===== config.mk =====
export PLATFORM = sky130hd
export DESIGN_NAME = keymat_scanner
export DESIGN_NICKNAME = d
export VERILOG_FILES = /design/src/rtl/kpscan_pkg.sv /design/src/rtl/kpscan_row_seq.sv /design/src/rtl/kpscan_key_filter.sv /design/src/rtl/kpscan_report.sv /design/src/rtl/keymat_scanner.sv
export SDC_FILE = /design/constraint.sdc
export NUM_CORES = 1
export LEC_CHECK = 0
export BUFFER_PORTS_ARGS = -buffer_cell sky130_fd_sc_hd__buf_4
export CAP_MARGIN = 20
export CELL_PAD_IN_SITES_DETAIL_PLACEMENT = 2
export CELL_PAD_IN_SITES_GLOBAL_PLACEMENT = 2
export CORE_MARGIN = 3
export CORE_UTILIZATION = 42
export CTS_CLUSTER_SIZE = 28
export DETAILED_ROUTE_END_ITERATION = 6
export PLACE_DENSITY = 0.81
export SETUP_SLACK_MARGIN = 0.5
export SYNTH_ARGS = -nofsm -noshare
export SYNTH_HDL_FRONTEND = slang
export SYNTH_SLANG_ARGS = --single-unit

===== constraint.sdc =====
create_clock -name clk -period 7 [get_ports clk]
set_input_delay 0.7 -clock clk [delete_from_list [all_inputs] [get_ports clk]]
set_output_delay 0.7 -clock clk [all_outputs]
set_load 0.02 [all_outputs]

===== src/rtl/kpscan_pkg.sv =====
package kpscan_pkg;

   // Width of an index that counts 0..n-1, never less than one bit.
   function automatic int unsigned idx_w(input int unsigned n);
      return (n < 2) ? 1 : $clog2(n);
   endfunction

   // Default geometry and timing of the scanner.
   localparam int unsigned DEF_ROWS        = 8;
   localparam int unsigned DEF_COLS        = 5;
   localparam int unsigned DEF_SETTLE      = 4;
   localparam int unsigned DEF_DEB_SCANS   = 3;
   localparam int unsigned DEF_SYNC_STAGES = 2;

endpackage


===== src/rtl/kpscan_row_seq.sv =====
module kpscan_row_seq
   import kpscan_pkg::*;
#(
   parameter int unsigned ROWS           = DEF_ROWS,
   parameter int unsigned SETTLE         = DEF_SETTLE,
   parameter bit          ROW_ACTIVE_LOW = 1'b1
) (
   input  logic                     clk,
   input  logic                     rst,
   output logic [idx_w(ROWS)-1:0]   row_idx,
   output logic                     sample_stb,
   output logic [ROWS-1:0]          row_drv
);
   localparam int unsigned ROW_W  = idx_w(ROWS);
   localparam int unsigned TICK_W = idx_w(SETTLE);
   localparam logic [ROW_W-1:0]  LAST_ROW  = ROW_W'(ROWS - 1);
   localparam logic [TICK_W-1:0] LAST_TICK = TICK_W'(SETTLE - 1);

   logic [ROW_W-1:0]  row_q;
   logic [TICK_W-1:0] tick_q;
   logic [ROWS-1:0]   onehot;

   assign sample_stb = (tick_q == LAST_TICK);
   assign row_idx    = row_q;

   always_ff @(posedge clk) begin
      if (rst) begin
         row_q  <= '0;
         tick_q <= '0;
      end else if (sample_stb) begin
         tick_q <= '0;
         row_q  <= (row_q == LAST_ROW) ? '0 : row_q + 1'b1;
      end else begin
         tick_q <= tick_q + 1'b1;
      end
   end

   assign onehot = ROWS'(1) << row_q;

   generate
      if (ROW_ACTIVE_LOW) begin : g_drv_low
         assign row_drv = ~onehot;
      end else begin : g_drv_high
         assign row_drv = onehot;
      end
   endgenerate

   // the row index advances by one and wraps on each sample
   a_r1_row_advance: assert property (@(posedge clk) disable iff (rst)
      sample_stb |=> (row_q == (($past(row_q) == LAST_ROW) ? '0 : $past(row_q) + 1'b1)));

   // the row stays put while it is settling
   a_r2_row_hold: assert property (@(posedge clk) disable iff (rst)
      !sample_stb |=> $stable(row_q));

   // the settle counter never passes its limit
   a_r2_tick_bound: assert property (@(posedge clk) disable iff (rst)
      tick_q <= LAST_TICK);

   // the row index stays inside the matrix
   a_r1_row_bound: assert property (@(posedge clk) disable iff (rst)
      row_q <= LAST_ROW);

endmodule


===== src/rtl/kpscan_key_filter.sv =====
module kpscan_key_filter
   import kpscan_pkg::*;
#(
   parameter int unsigned DEB_SCANS = DEF_DEB_SCANS
) (
   input  logic clk,
   input  logic rst,
   input  logic sample_en,
   input  logic raw_on,
   output logic state_q,
   output logic state_nxt
);
   generate
      if (DEB_SCANS == 1) begin : g_direct
         // No filtering: the level seen on each scan is accepted at once.
         assign state_nxt = sample_en ? raw_on : state_q;
      end else begin : g_counted
         localparam int unsigned CNT_W = idx_w(DEB_SCANS);
         localparam logic [CNT_W-1:0] CNT_LAST = CNT_W'(DEB_SCANS - 1);

         logic [CNT_W-1:0] cnt_q, cnt_nxt;
         logic             st_nxt;

         always_comb begin
            st_nxt  = state_q;
            cnt_nxt = cnt_q;
            if (sample_en) begin
               if (raw_on == state_q) begin
                  cnt_nxt = '0;
               end else if (cnt_q == CNT_LAST) begin
                  st_nxt  = raw_on;
                  cnt_nxt = '0;
               end else begin
                  cnt_nxt = cnt_q + 1'b1;
               end
            end
         end

         always_ff @(posedge clk) begin
            if (rst) cnt_q <= '0;
            else     cnt_q <= cnt_nxt;
         end

         assign state_nxt = st_nxt;

         // the run-length counter stays below the acceptance count
         a_r6_count_bound: assert property (@(posedge clk) disable iff (rst)
            cnt_q <= CNT_LAST);

         // the counter only moves on a scan of this key
         a_r6_count_idle: assert property (@(posedge clk) disable iff (rst)
            !sample_en |=> $stable(cnt_q));
      end
   endgenerate

   always_ff @(posedge clk) begin
      if (rst) state_q <= 1'b0;
      else     state_q <= state_nxt;
   end

   // an accepted state changes only right after a scan of its row
   a_r6_change_on_scan: assert property (@(posedge clk) disable iff (rst)
      !$stable(state_q) |-> $past(sample_en));

endmodule


===== src/rtl/kpscan_report.sv =====
module kpscan_report
   import kpscan_pkg::*;
#(
   parameter int unsigned ROWS = DEF_ROWS,
   parameter int unsigned COLS = DEF_COLS
) (
   input  logic                           clk,
   input  logic                           rst,
   input  logic                           sample_stb,
   input  logic [idx_w(ROWS)-1:0]         row_idx,
   input  logic [COLS-1:0]                row_keys,
   output logic [idx_w(ROWS)+COLS-1:0]    rpt_byte,
   output logic                           rpt_valid,
   output logic                           frame_done
);
   localparam int unsigned ROW_W = idx_w(ROWS);
   localparam int unsigned OUT_W = ROW_W + COLS;
   localparam logic [ROW_W-1:0] LAST_ROW = ROW_W'(ROWS - 1);

   logic [OUT_W-1:0] byte_q;
   logic             valid_q, done_q;

   always_ff @(posedge clk) begin
      if (rst) begin
         byte_q  <= '0;
         valid_q <= 1'b0;
         done_q  <= 1'b0;
      end else begin
         valid_q <= sample_stb;
         done_q  <= sample_stb && (row_idx == LAST_ROW);
         if (sample_stb) byte_q <= {row_idx, row_keys};
      end
   end

   assign rpt_byte   = byte_q;
   assign rpt_valid  = valid_q;
   assign frame_done = done_q;

   // the row field names the row sampled one cycle earlier
   a_r3_row_field: assert property (@(posedge clk) disable iff (rst)
      rpt_valid |-> (rpt_byte[OUT_W-1:COLS] == $past(row_idx)));

   // the end-of-pass pulse rides only on the last row's byte
   a_r8_frame_tag: assert property (@(posedge clk) disable iff (rst)
      frame_done |-> (rpt_valid && rpt_byte[OUT_W-1:COLS] == LAST_ROW));

   // the byte holds steady between strobes
   a_r3_byte_hold: assert property (@(posedge clk) disable iff (rst)
      !$past(sample_stb) |-> $stable(rpt_byte));

endmodule


===== src/rtl/keymat_scanner.sv =====
module keymat_scanner
   import kpscan_pkg::*;
#(
   parameter int unsigned ROWS           = DEF_ROWS,
   parameter int unsigned COLS           = DEF_COLS,
   parameter int unsigned SETTLE         = DEF_SETTLE,
   parameter int unsigned DEB_SCANS      = DEF_DEB_SCANS,
   parameter int unsigned SYNC_STAGES    = DEF_SYNC_STAGES,
   parameter bit          ROW_ACTIVE_LOW = 1'b1
) (
   input  logic                          clk,
   input  logic                          rst,
   output logic [ROWS-1:0]               row_drv_n,
   input  logic [COLS-1:0]               col_sense_n,
   output logic [$clog2(ROWS)+COLS-1:0]  rpt_byte,
   output logic                          rpt_valid,
   output logic                          frame_done
);
   localparam int unsigned ROW_W = idx_w(ROWS);
   localparam int unsigned OUT_W = ROW_W + COLS;
   localparam int unsigned KEYS  = ROWS * COLS;

   // Elaboration-time parameter checks
   if (ROWS < 2) begin : g_bad_rows
      $error("keymat_scanner: ROWS must be at least 2");
   end
   if (COLS < 1) begin : g_bad_cols
      $error("keymat_scanner: COLS must be at least 1");
   end
   if (DEB_SCANS < 1) begin : g_bad_deb
      $error("keymat_scanner: DEB_SCANS must be at least 1");
   end
   if (SETTLE < SYNC_STAGES + 1 || SETTLE < 2) begin : g_bad_settle
      $error("keymat_scanner: SETTLE must exceed the synchronizer depth and be at least 2");
   end

   // ---------------- column synchronizer ----------------
   logic [COLS-1:0] col_on;   // 1 = key closed, after synchronization

   generate
      if (SYNC_STAGES == 0) begin : g_nosync
         assign col_on = ~col_sense_n;
      end else begin : g_sync
         logic [COLS-1:0] sync_q [SYNC_STAGES];
         always_ff @(posedge clk) begin
            sync_q[0] <= ~col_sense_n;
            for (int s = 1; s < SYNC_STAGES; s++) sync_q[s] <= sync_q[s-1];
         end
         assign col_on = sync_q[SYNC_STAGES-1];
      end
   endgenerate

   // ---------------- row sequencer ----------------
   logic [ROW_W-1:0] row_idx;
   logic             sample_stb;

   kpscan_row_seq #(
      .ROWS           (ROWS),
      .SETTLE         (SETTLE),
      .ROW_ACTIVE_LOW (ROW_ACTIVE_LOW)
   ) u_seq (
      .clk        (clk),
      .rst        (rst),
      .row_idx    (row_idx),
      .sample_stb (sample_stb),
      .row_drv    (row_drv_n)
   );

   // ---------------- per-key filters ----------------
   logic [KEYS-1:0] key_state;
   logic [KEYS-1:0] key_nxt;

   generate
      for (genvar r = 0; r < ROWS; r++) begin : g_row
         logic row_hit;
         assign row_hit = sample_stb && (row_idx == ROW_W'(r));
         for (genvar c = 0; c < COLS; c++) begin : g_col
            kpscan_key_filter #(.DEB_SCANS(DEB_SCANS)) u_flt (
               .clk       (clk),
               .rst       (rst),
               .sample_en (row_hit),
               .raw_on    (col_on[c]),
               .state_q   (key_state[r*COLS + c]),
               .state_nxt (key_nxt[r*COLS + c])
            );
         end
      end
   endgenerate

   // Report the states as they stand after this scan's update.
   logic [COLS-1:0] row_keys;
   always_comb row_keys = key_nxt[int'(row_idx)*COLS +: COLS];

   // ---------------- report packer ----------------
   logic [OUT_W-1:0] byte_w;

   kpscan_report #(
      .ROWS (ROWS),
      .COLS (COLS)
   ) u_rpt (
      .clk        (clk),
      .rst        (rst),
      .sample_stb (sample_stb),
      .row_idx    (row_idx),
      .row_keys   (row_keys),
      .rpt_byte   (byte_w),
      .rpt_valid  (rpt_valid),
      .frame_done (frame_done)
   );

   assign rpt_byte = byte_w;

   // reset leaves every key released and the scan back at row 0
   a_r9_reset_clear: assert property (@(posedge clk)
      rst |=> (key_state == '0 && row_idx == '0 && !rpt_valid && !frame_done));

   // the strobe lasts a single cycle
   a_r7_single_pulse: assert property (@(posedge clk) disable iff (rst)
      rpt_valid |=> !rpt_valid);

   // exactly one row is selected at any time
   a_r1_one_row: assert property (@(posedge clk) disable iff (rst)
      $countones(ROW_ACTIVE_LOW ? ~row_drv_n : row_drv_n) == 1);

   // the key bits of a byte match the filtered state of its row
   a_r4_bits_match: assert property (@(posedge clk) disable iff (rst)
      rpt_valid |-> (rpt_byte[COLS-1:0] ==
                     key_state[int'(rpt_byte[OUT_W-1:COLS])*COLS +: COLS]));

endmodule


==> results of run 1 <==
==> kinds of logic (layout without fill, tap and decap cells) <==
group / count (synthesis) / count (layout) / share of synthesized area, %
DFF: 145 / 145 / 45.3
xor gates and xnor gates: 40 / 40 / 5.46
adders and majority gates: 8 / 8 / 1.56
and+or+nand+nor: 289 / 289 / 26.5
AOI/OAI and AO/OA: 102 / 102 / 8.74
buffers and inverters: 59 / 66 / 3.82
muxes: 55 / 55 / 8.70
==> final timing paths <==
path	from	to	slack (ps)	depth (start not counted)
max	u_seq.row_idx[2]$_SDFFE_PP0N_	u_rpt.rpt_byte[4]$_SDFFE_PP0N_	3610	8
min	g_sync.sync_q[0][1]$_DFF_P_	g_sync.sync_q[0][6]$_DFF_P_	330	0
max reg2reg	u_seq.row_idx[2]$_SDFFE_PP0N_	u_rpt.rpt_byte[4]$_SDFFE_PP0N_	3610	8
min reg2reg	g_sync.sync_q[0][1]$_DFF_P_	g_sync.sync_q[0][6]$_DFF_P_	330	0
==> sequential cells by signal (all words and copies together) (netlist names) <==
signal                             flops
g_sync.sync_q                         10
u_seq.row_idx                          3
u_rpt.rpt_valid                        1
u_seq.tick_q                           2
u_rpt.rpt_byte                         8
g_row.g_col.u_flt.state_q             40
g_row.g_col.u_flt.g_counted.cnt_q     80
u_rpt.frame_done                       1
==> metrics by stage <==
stage | utilization [%] | hold WS [ps] | cells | power [mW] | setup slack, ps
floorplan | - | 310 | 698 | 0.927 | 4670
global placement | 44.9 | 310 | 858 | 0.949 | 3770
detailed placement | 44.9 | 324 | 858 | 0.954 | 3620
CTS | 49.2 | 334 | 889 | 1.94 | 3600
global route | 49.2 | 340 | 889 | 2.00 | 3280
finish | 49.2 | 332 | 889 | 1.92 | 3610
==> final cells by class <==
type / count / area, um^2 / share of cell area [%]
inverters: 10 / 37.5 / 0.517
flip-flops and latches: 145 / 2900 / 40.0
multi-input cells: 494 / 3270 / 45.0
clock buffers: 22 / 484 / 6.67
repair buffers: 25 / 188 / 2.58
clock inverters: 9 / 154 / 2.12
well taps: 184 / 230 / 3.17
==> power by group <==
part	internal, mW	switching [mW]	total [mW]
Sequential	0.835	0.0228	0.857
Clock	0.632	0.352	0.984
Combinational	0.0290	0.0505	0.0796
==> cell usage after synthesis, drive strengths merged <==
cell type	n
ha	8
nand4b	1
nand3b	3
a311oi	5
buf	16
nor4	39
nand3	4
dfxtp	145
o211ai	5
a21oi	80
a211oi	1
nor2b	7
nor3b	40
nor2	134
xnor2	40
o21ai	5
mux2i	49
nand2	15
nor4b	39
nor3	6
inv	9
mux2	6
a22oi	5
clkbuf	33
or3	1
clkinv	1
o311ai	1
==> layer usage <==
| layer | routed length [um] | share of wire, % | GRT usage [%] | vias to the layer above |
|---|---|---|---|---|
| met5 | 0 | 0 | 0 | - |
| met4 | 286 | 1.6 | 7.58 | 0 |
| met3 | 387 | 2.2 | 4.78 | 20 |
| met2 | 9460 | 53 | 40.8 | 46 |
| met1 | 7630 | 43 | 25.5 | 2510 |
| li1 | - | - | - | 2453 |
==> worst max-delay path, stage by stage, from the launching register on <==
cell	delay [ps]
dfxtp_1	810
clkinv_1	520
ha_1	400
nand2_1	590
nor3b_1	140
mux2i_1	180
o21ai_0	310
nor2_1	90
a311oi_1	250
==> layout by cell type (no fill, tap or decap), types with 2 or more instances in the layout <==
cell type and count:
a21oi_1 80, a22oi_1 5, a311oi_1 5, buf_4 25
bufinv_16 4, clkbuf_16 17, clkbuf_8 4, clkinv_2 2
clkinvlp_4 2, dfxtp_1 145, ha_1 8, inv_1 9
mux2_2 6, mux2i_1 49, nand2_1 15, nand3_4 2
nand3b_4 3, nor2_1 133, nor2b_1 7, nor3_1 6
nor3b_1 30, nor3b_2 10, nor4_1 39, nor4b_1 39
o211ai_1 5, o21ai_0 4, xnor2_1 40
==> flow_metrics.py, run 1 <==
metrics = {
    "die": {
        "num_io_pins": 25,
        "dieHeight_um": 130,
        "die_w_um": 130,
        "rows": 44,
        "start_util_pct": 43.5,
        "dieArea_um2": 16800,
        "coreArea_um2": 14800,
    },
    "global_route": {
        "first_global_vias": 5449,
        "antenna_found_initial": 0,
        "track_usage_pct": 22.2,
        "grt_pass1_wl_um": 28800,
        "grt_max_degree": 90,
        "grt.overflow.total": 0,
    },
    "sta": {
        "tightest_slew_ps": 1040,
        "fmax_ghz": 0.295,
        "period_needed_ps": 3390,
        "rsz0062_at_grt": "false",
        "finalSetupViolCount": 0,
        "hold_viol_final": 0,
        "fin_skew_ps": 8.46,
        "slew_viol_final": 0,
        "slew_headroom_pct": 30.7,
        "setup_tns_ps": 0,
        "period_share_pct": 48.4,
    },
    "cells_and_area": {
        "design_area_um2": 7260,
        "fillers": 1570,
        "fin_nets": 708,
        "area_growth_pct": 13.2,
        "drive_above_1_share_pct": 11.1,
        "num_antenna_cells": 0,
    },
    "clocking": {
        "cts_sinks": 145,
        "cts_resized": 0,
        "cts_hold_buf": 0,
        "htreeDepth": 4,
        "cts_root_buf": "clkbuf_16",
        "clk_pin_slew_ps": 60,
        "clk_latency_ps": 430,
        "tritoncts": "yes",
        "clock_path_buffers": 2,
        "cts_buffers": 17,
        "cts_setup_buffers": 0,
    },
    "place": {
        "gp_congestion": 0.749,
        "dp_hpwl_um": 11200,
        "place_area_um2": 6620,
        "portBuffers": 24,
    },
    "route": {
        "drc": 0,
        "final_antenna_net_count": 0,
        "routed_wl_um": 17800,
        "wl_per_cell_um": 20.0,
        "via_per_inst": 5.66,
        "drt_iter0_markers": 237,
        "drt_first_pass_iters": 4,
        "dr_total_vias": 5029,
    },
    "synth": {
        "synth.distinct_cells": 35,
        "synth_area_um2": 6410,
        "yosysTopAreaCell": "dfxtp_1",
        "yosys_warnings": 0,
        "synth_area_leaders": "dfxtp_1 45%, nor2_1 7.8%, mux2i_1 7.6%",
        "synth_nets": 713,
        "ys_seq_area_share_pct": 45.3,
        "synth-seq-cells": 145,
        "synth_area_per_cell_um2": 9.19,
        "synthCells": 698,
        "netlist.area_leader.share_pct": 45.3,
    },
    "power": {
        "peakVddDrop_uv": 186,
        "p_leak_nw": 2.44,
        "pwr_density_cell_nw_per_um2": 264,
    },
    "min_path": {
        "hold_path_class": "reg -> reg",
    },
    "critical_path": {
        "worstPathRequired_ps": 7330,
        "cp_max_fo": 25,
        "startpoint_type": "flop",
        "worstSetupPathType": "reg -> reg",
        "critPathCaptureType": "flop",
        "cp.arrival_ps": 3720,
    },
    "run_status": {
        "status": "finished, final reports clean",
    },
    "job": {
        "maxCapViolCount": 0,
    },
}
Power figures use the tool's default switching activity.
==> run 2, diff against run 1 <==
- ABC_AREA: not set -> 1
- CORE_UTILIZATION: 42 -> 33
- PLACE_DENSITY: 0.81 -> 0.73
- clock period: 7 -> 2.9 ns (I/O delays scaled with it)
==> run 2 against run 1 <==
Synthesized cell count grew 36%; largest cell class unchanged; die area grew 37%; clock power rose by 150%; flip-flop and latch count stayed put; first-iteration DRC count rose by 26%; critical path depth is 6 higher; critical endpoint unchanged; power is 150% higher.
==> flow_metrics.py, run 2 <==
metrics = {
    "clocking": {
        "clk_latency_ps": 430,
        "htreeDepth": 4,
        "tritoncts": "yes",
        "clock_path_buffers": 2,
        "cts_root_buf": "clkbuf_16",
        "cts_buffers": 17,
        "clk_pin_slew_ps": 60,
        "cts_sinks": 145,
    },
    "synth": {
        "synthCells": 949,
        "ys.flop_type": "dfxtp_1",
        "synth-seq-cells": 145,
        "netlist.area_leader.share_pct": 41.6,
        "synth_nets": 964,
        "synth.distinct_cells": 32,
        "yosys-top-cells-count": "248 x nand2_1, 145 x dfxtp_1, 102 x nand3_1",
        "async_flop_share_pct": 0,
        "yosysTopAreaCell": "dfxtp_1",
        "synth_area_um2": 6980,
        "yosys_warnings": 0,
        "synth_area_leaders": "dfxtp_1 42%, nand2_1 13%, nand3_1 7.3%",
        "ys_seq_area_share_pct": 41.6,
        "yosysMostFrequentCell": "nand2_1",
        "synth_area_per_cell_um2": 7.36,
        "synth-edff-count": 0,
    },
    "route": {
        "drt_iter0_markers": 299,
        "via_per_inst": 5.12,
        "drt_first_pass_iters": 4,
        "wl_per_cell_um": 17.9,
        "dr_total_vias": 6516,
        "routed_wl_um": 22800,
        "drc": 0,
        "final_antenna_net_count": 0,
    },
    "sta": {
        "period_needed_ps": 2210,
        "slew_viol_final": 0,
        "slew_headroom_pct": 58.3,
        "period_share_pct": 76.4,
        "rsz0062_at_grt": "false",
        "fmax_ghz": 0.451,
        "finalSetupViolCount": 0,
        "fin_ws_ps": 685,
        "fin_skew_ps": 8.46,
        "tightest_slew_ps": 626,
        "setup_tns_ps": 0,
        "fin_hold_ws_ps": 326,
        "hold_viol_final": 0,
    },
    "job": {
        "maxCapViolCount": 0,
    },
    "place": {
        "dp_slack_ps": 487,
        "portBuffers": 24,
        "place_area_um2": 7430,
        "gp_congestion": 0.749,
        "dpl.cell_count": 1221,
        "dp_hpwl_um": 15400,
    },
    "die": {
        "dieArea_um2": 22900,
        "rows": 52,
        "dieHeight_um": 151,
        "num_io_pins": 25,
        "start_util_pct": 34.1,
        "coreArea_um2": 20500,
        "die_w_um": 151,
    },
    "power": {
        "pwr_density_cell_nw_per_um2": 577,
        "power.total_mw": 4.78,
        "p_leak_nw": 3.29,
        "peakVddDrop_uv": 300,
    },
    "critical_path": {
        "cp_max_fo": 13,
        "crit_chain": "buf_4 -> inv_1 -> ha_1 -> nand2_4 -> nor2_8 -> inv_4 -> nand2_1 -> nand3_1 -> nand3_1 -> nand2_1 -> nand2_1 -> nand3_1 -> nand2_1 -> inv_1",
        "rr_worst_depth": 14,
        "critPathCaptureType": "flop",
        "worstPathRequired_ps": 3220,
        "worst-path-buf-inv": 4,
        "worstSetupPathType": "reg -> reg",
        "reg2reg_setup_slack_ps": 690,
        "cp.arrival_ps": 2540,
        "startpoint_type": "flop",
        "critPathMaxStageDelay_ps": 330,
        "critPathTopFamily": "simple AND/OR/NAND/NOR gates",
        "cpMostUsedCell": "nand2_1",
        "cp.depth": 14,
        "slowest_stage": "dfxtp_1",
    },
    "cells_and_area": {
        "reg.largest.list": "g_row.g_col.u_flt.g_counted.cnt_q (80), g_row.g_col.u_flt.state_q (40), g_sync.sync_q (10)",
        "area_growth_pct": 18.7,
        "utilization_pct": 40.4,
        "final_cell_mix": "248 x nand2_1, 143 x dfxtp_1, 102 x nand3_1",
        "drive_above_1_share_pct": 13.0,
        "design_area_um2": 8290,
        "stdcell_count": 1273,
        "num_antenna_cells": 0,
        "largest_reg_flops": 80,
        "largest_register": "g_row.g_col.u_flt.g_counted.cnt_q",
        "final_common_cell": "nand2_1",
        "fin_nets": 1005,
    },
    "min_path": {
        "hold_path_class": "reg -> reg",
        "whs_path_depth": 0,
    },
    "global_route": {
        "grt.overflow.total": 0,
        "antenna_found_initial": 0,
        "first_global_vias": 6788,
        "grt_max_degree": 54,
        "grt_pass1_wl_um": 36300,
        "track_usage_pct": 20.3,
    },
    "run_status": {
        "status": "finished, final reports clean",
    },
}
## run 2: routing by layer
layer	vias up	global-route usage, %	wire length, um
li1	3231	-	-
met1	3210	28.2	11300
met5	-	0	0
met2	64	33.1	10900
met4	0	4.90	122
met3	11	3.23	444
## run 2: path summary, 6_finish.rpt
| kind | to | from |
|---|---|---|
| setup reg to reg | u_rpt.rpt_byte[4]$_SDFFE_PP0N_ | u_seq.row_idx[0]$_SDFFE_PP0N_ |
| hold reg to reg | g_sync.sync_q[0][6]$_DFF_P_ | g_sync.sync_q[0][1]$_DFF_P_ |
| hold / removal | g_sync.sync_q[0][6]$_DFF_P_ | g_sync.sync_q[0][1]$_DFF_P_ |
| setup / recovery | u_rpt.rpt_byte[4]$_SDFFE_PP0N_ | u_seq.row_idx[0]$_SDFFE_PP0N_ |
## run 2: where the power goes
| group | internal (mW) | switching, mW | total, mW |
|---|---|---|---|
| Sequential | 2.01 | 0.0294 | 2.04 |
| Clock | 1.52 | 0.920 | 2.44 |
| Combinational | 0.0957 | 0.204 | 0.299 |
| Total | 3.63 | 1.15 | 4.78 |
## run 2: final cells by class
| type | instances | area [um^2] |
|---|---|---|
| fill | 2393 | 12200 |
| timing repair buffer | 69 | 547 |
| inverter | 100 | 404 |
| tap | 270 | 338 |
| clock inverter | 15 | 215 |
| multi-input combinational | 657 | 3450 |
| clock buffer | 17 | 425 |
| sequential | 145 | 2910 |
## run 2: kinds of logic (layout without fill, tap and decap cells)
group                      count (synthesis)  in the layout  synth area share (%)
and+or+nand+nor                          450            451                  28.2
AOI/OAI and AO/OA                        158            158                  14.2
buffers and inverters                    148            201                  9.55
DFF                                      145            145                  41.6
xor gates and xnor gates                  40             40                  5.02
adders and majority gates                  8              8                  1.43
## run 2: worst reg2reg max path: stages (launching register included)
cell and delay [ps]:
dfxtp_1 330, buf_4 200, inv_1 140, ha_1 250, nand2_4 100, nor2_8 240, inv_4 140, nand2_1 110
nand3_1 130, nand3_1 160, nand2_1 80, nand2_1 60, nand3_1 70, nand2_1 60, inv_1 40
## run 2: timing repair
item / 4_1_cts / 5_1_grt
pin swaps: 0 / 3
gates resized for setup: 4 / 14
hold buffers: 5 / 0
endpoints found under the setup margin: 6 / 8
cloned: 0 / 1
hold endpoints to repair: 5 / 0
setup buffers: 0 / 14
